## config.mk

```make
export PLATFORM = sky130hd
export DESIGN_NAME = fpu_exc_status
export DESIGN_NICKNAME = d
export VERILOG_FILES = /design/src/rtl/fpu_exc_status.sv
export SDC_FILE = /design/constraint.sdc
export NUM_CORES = 1
export LEC_CHECK = 0
export ABC_AREA = 0
export CAP_MARGIN = 25
export CORE_MARGIN = 5
export CORE_UTILIZATION = 26
export CTS_BUF_LIST = sky130_fd_sc_hd__clkbuf_4
export CTS_CLUSTER_DIAMETER = 150
export CTS_CLUSTER_SIZE = 24
export DETAILED_ROUTE_END_ITERATION = 6
export HOLD_SLACK_MARGIN = 0.02
export PLACE_DENSITY = 0.75
export SYNTH_ARGS = -nofsm -noshare
export SYNTH_HDL_FRONTEND = slang
export SYNTH_SLANG_ARGS = --single-unit
```

## constraint.sdc

```tcl
create_clock -name clk -period 1.3 [get_ports clk]
set_clock_uncertainty 0.2 [all_clocks]
set_input_delay 0.39 -clock clk [delete_from_list [all_inputs] [get_ports clk]]
set_output_delay 0.39 -clock clk [all_outputs]
set_load 0.01 [all_outputs]
```

## src/rtl/fpu_exc_status.sv

```systemverilog
module fpu_exc_status #(
  parameter int SW_W = 16,
  parameter int NMASK = 6
) (
  input  logic            clk,
  input  logic            rst_n,
  input  logic            clr_i,
  input  logic [SW_W-1:0] raise_i,
  input  logic [NMASK-1:0] mask_i,
  input  logic            c1_qual_i,
  input  logic            prec_up_i,
  input  logic            prec_dn_i,
  input  logic            denorm_i,
  input  logic            stk_over_i,
  input  logic            stk_under_i,
  output logic [SW_W-1:0] status_o,
  output logic            unmasked_o
);
  localparam int NFLAG = NMASK + 1;

  logic [NFLAG-1:0] flags_q;
  logic             es_q;
  logic             c1_r;

  wire stk_any = stk_over_i | stk_under_i;
  wire [NFLAG-1:0] ev = raise_i[NFLAG-1:0]
                      | {stk_any, prec_up_i | prec_dn_i, 3'b000, denorm_i, stk_any};
  wire c1_touch = ev[6] | ev[5];
  wire c1_set   = c1_qual_i | prec_up_i | stk_over_i;
  wire [NFLAG-1:0] flags_d = flags_q | ev;
  wire es_d = es_q | (|(flags_d[NMASK-1:0] & ~mask_i));

  assign unmasked_o = |(ev[NMASK-1:0] & ~mask_i);

  always_ff @(posedge clk) begin
    if (!rst_n || clr_i) begin
      flags_q <= '0;
      es_q    <= 1'b0;
      c1_r    <= 1'b0;
    end else begin
      flags_q <= flags_d;
      es_q    <= es_d;
      if (c1_touch) c1_r <= c1_set;
    end
  end

  assign status_o = {es_q, 5'b00000, c1_r, 1'b0, es_q, flags_q};

  a_r2_sticky: assert property (@(posedge clk) disable iff (!rst_n)
    !clr_i |=> ((status_o[6:0] & $past(status_o[6:0])) == $past(status_o[6:0])));
  a_r3_busy_mirror: assert property (@(posedge clk) disable iff (!rst_n)
    status_o[15] == status_o[7]);
  a_r4_unmasked_summary: assert property (@(posedge clk) disable iff (!rst_n)
    (unmasked_o && !clr_i) |=> status_o[7]);
  a_r7_round_down: assert property (@(posedge clk) disable iff (!rst_n)
    (prec_dn_i && !prec_up_i && !c1_qual_i && !stk_over_i && !clr_i) |=> !status_o[9]);
  a_r10_clear: assert property (@(posedge clk) disable iff (!rst_n)
    clr_i |=> (status_o == '0));
  a_r11_unused_zero: assert property (@(posedge clk) disable iff (!rst_n)
    (status_o[8] == 1'b0) && (status_o[14:10] == '0));
endmodule

```

After elaboration in Yosys (flattened, before gate mapping)
Cells that the tools add are included.
W data, S select, Z words.
{ "totals": {"inputBits": 31, "output_inout_bits": 17, "regBits": 9, "wordCells": 18} }
{ "op_classes": {"n_reduce_logical": 4, "n_bitwise": 11} }
{ "op_table": {"columns": ["operator", "count"], "rows": [
  ["$or A7 B7 Y7", 2],
  ["$and A6 B6 Y6", 2],
  ["$reduce_or A6 Y1", 2],
  ["$not A6 Y6", 1],
  ["$or A1 B1 Y1", 6],
  ["$logic_not A1 Y1", 1],
  ["$logic_or A1 B1 Y1", 1]
]} }

Depth between registers and ports, before layout
{ "depth": {"ltp_word": 6, "mapped_depth": 3, "ltp_nobuf": 3} }

Least setup slack after synthesis
Ideal clock, no wire load.
{ "synth_timing": {"path_type": "input-to-output", "start": "input port prec_dn_i", "end": "output port unmasked_o", "path_stages": 3, "path_slack_ps": -214, "required_time_ps": 710, "n_path_buf": 0, "arrival_ps": 924, "path_cell_list": "nor3_1 o22a_1 o211ai_1"} }
{ "synth_via": {"elab_chain_len": 4} }
{ "synth_rtl": {"columns": ["item", "line_no", "rtl"], "rows": [
  ["start: declaration", "12", "input logic prec_dn_i,"],
  ["$or A1 B1 Y1", "27", "| {stk_any, prec_up_i | prec_dn_i, 3'b000, denorm_i, stk_any};"],
  ["$or A7 B7 Y7", "27", null],
  ["$and A6 B6 Y6", "33", "assign unmasked_o = |(ev[NMASK-1:0] & ~mask_i);"],
  ["$reduce_or A6 Y1", "33", null],
  ["end: declaration", "17", "output logic unmasked_o"]
]} }
Every way passes these cells.

Final worst setup path
{ "layout_timing": {"start": "input port prec_up_i", "end": "output port unmasked_o"} }
{ "layout_via": {"elab_chain_len": 4} }
{ "layout_rtl": {"columns": ["item", "line_no", "rtl"], "rows": [
  ["start: declaration", "11", "input logic prec_up_i,"],
  ["$or A1 B1 Y1", "27", null],
  ["$or A7 B7 Y7", "27", null],
  ["$and A6 B6 Y6", "33", null],
  ["$reduce_or A6 Y1", "33", null]
]} }
Every way passes these cells.

==> flow_summary.ini <==
[outcome]
status = finished, violations left
violations = negative setup slack

[setup_path]
criticalPathCategory = in -> out
crit_fanout = 2
path_cells = buf_6 > nor3_4 > o22a_1 > o211ai_1 > buf_2
critical-path-slowest-cell = nor3_4
max_stage_delay_ps = 190
end_kind = output port
cp.arrival_ps = 1110
start_kind = primary input
critical_path_required_ps = 710

[route]
dr.first_iter.drc_count = 13
drtAntennaViolNets = 0
vias_per_cell = 4.49
wirelength_mm = 1.50
firstDrtPassIters = 4
drc = 0
num_vias = 548
drt-wirelength-per-cell_microns = 12.3

[synth]
syn_inst = 54
ys_seq_area_frac = 0.398
synth-seq-cells = 9
syn_area_sq_um = 453
synth_warnings = 0
ys_types = 19
synth.avg_cell_area_sq_um = 8.39

[finish]
syn_to_final_growth_pct = 117
drive_gt1_frac = 0.629
layout_common_cells = buf_6 (18), buf_4 (17), nor2_1 (11)
n_fill_cell = 149
nets = 137
utilization = 0.582
fin_area_sq_um = 983
diodes = 0
layout_commonest_cell = buf_6

[pwr]
power.leakage_nw = 0.478
vdd.ir_drop.worst_uv = 519
power.density_mw_per_mm2 = 784
p_total_uw = 771

[sta]
finalWorstPathRequiredPeriod_ps = 1700
drv_slew = 0
final_hold_viol_count = 0
finalCritPeriodShare = 1.31
fmax_ghz = 0.587
setup_viol = 4
setup_ws_ps = -405
whs_ps = 248
rsz0062_at_grt = yes

[clock_network]
htree_levels = 1
cts_sinks = 9
clk_transition_reported_paths_ps = 60
clockBufferDepth = 2
cts_root_buf = clkbuf_4
numCtsBuffers = 3
cts_tree = done
clock_latency_ps = 260

[grt]
grt_pass1_vias = 531
grt_overflow = 0
grt_max_degree = 9
antenna_found_initial = 0
grt.total_usage = 0.114
grt_pass1_wl_mm = 2.23

[placement]
dpl_worst_slack_ps = -1140
dp_hpwl_mm = 1.17
post_dp_cell_area_sq_um = 892
port_buffers = 32
gp_routability_congestion = 0.790

[floorplanning]
io_pins = 48
initial_utilization = 0.268
dieArea_sq_mm = 0.00268
rows = 15
die_x_microns = 51.7
core_area_sq_mm = 0.00169
fp.dieH_microns = 51.7

[flow_run]
cap_violations = 0

[hold_path]
holdCritPathClass = in -> reg
[flip-flops by register name (all words and copies together), names as in the netlist]
signal	cells
c1_r	1
es_q	1
flags_q	7
[per-layer routing]
| layer | vias up | GRT usage | wire [microns] | share of wire |
|---|---|---|---|---|
| met3 | 2 | 0.0487 | 81 | 0.054 |
| met5 | - | 0 | 0 | 0 |
| met4 | 0 | 0.0655 | 19 | 0.013 |
| met2 | 19 | 0.178 | 841 | 0.56 |
| li1 | 276 | - | - | - |
| met1 | 251 | 0.129 | 557 | 0.37 |
[logic make-up (layout without fill, tap and decap cells)]
logic type	count (synthesis)	after routing	share of synthesized area
DFF	9	9	0.398
and+or+nand+nor	19	19	0.218
AOI/OAI and AO/OA	10	10	0.177
buffers and inverters	15	61	0.199
other	1	6	0.00828
[critical path: cells and delay by family]
family                 cells  cell delay [ps]
AND/OR/NAND/NOR            1              190
buffers and inverters      2              260
AO/OA/AOI/OAI              2              280
[synth_stat cells (all sizes together)]
cell	number	area share
o22a	1	0.019
conb	1	0.0083
nor2b	1	0.014
nor2	11	0.091
o41a	1	0.025
a222oi	1	0.022
nor3	4	0.044
a21oi	1	0.011
clkbuf	1	0.0083
dfxtp	9	0.40
o22ai	2	0.028
nor4	2	0.055
inv	5	0.041
a311oi	1	0.019
nand2b	1	0.014
a2111oi	1	0.019
o21bai	1	0.017
o211ai	1	0.017
buf	9	0.15
[report_power, final]
group          leakage [nW]  internal (mW)  switching, mW
Clock                0.0184          0.139         0.0949
Combinational         0.383          0.140         0.0915
Sequential           0.0774          0.294         0.0119
Total                 0.478          0.573          0.198
[metrics by stage]
| stage | setup TNS (ps) | instances |
|---|---|---|
| floorplan | -225 | 59 |
| global placement | -6160 | 115 |
| detailed placement | -6310 | 115 |
| CTS | -734 | 119 |
| global route | -967 | 122 |
| finish | -538 | 122 |
[final timing paths]
kind / startpoint / slack [ps] / cells past startpoint / endpoint
setup / recovery: prec_up_i / -400 / 5 / unmasked_o
hold reg to reg: c1_r / 300 / 2 / c1_r
setup reg to reg: flags_q[5] / -90 / 4 / es_q
hold / removal: prec_dn_i / 250 / 4 / flags_q[5]
[timing repair]
item | 4_1_cts | 5_1_grt
resized for setup | 117 | 17
hold buffers | 0 | 0
endpoints found under the setup margin | 18 | 13
pin swaps | 7 | 9
setup buffers | 0 | 3
[layout make-up]
class	instances	area [sq um]	share of cell area
clock buffer	4	30.0	0.0305
timing repair buffer	52	457	0.464
multi-input combinational	35	265	0.270
sequential	9	191	0.195
tap	17	21.3	0.0216
inverter	5	18.8	0.0191
No activity file was read; power rests on OpenSTA's default activity.
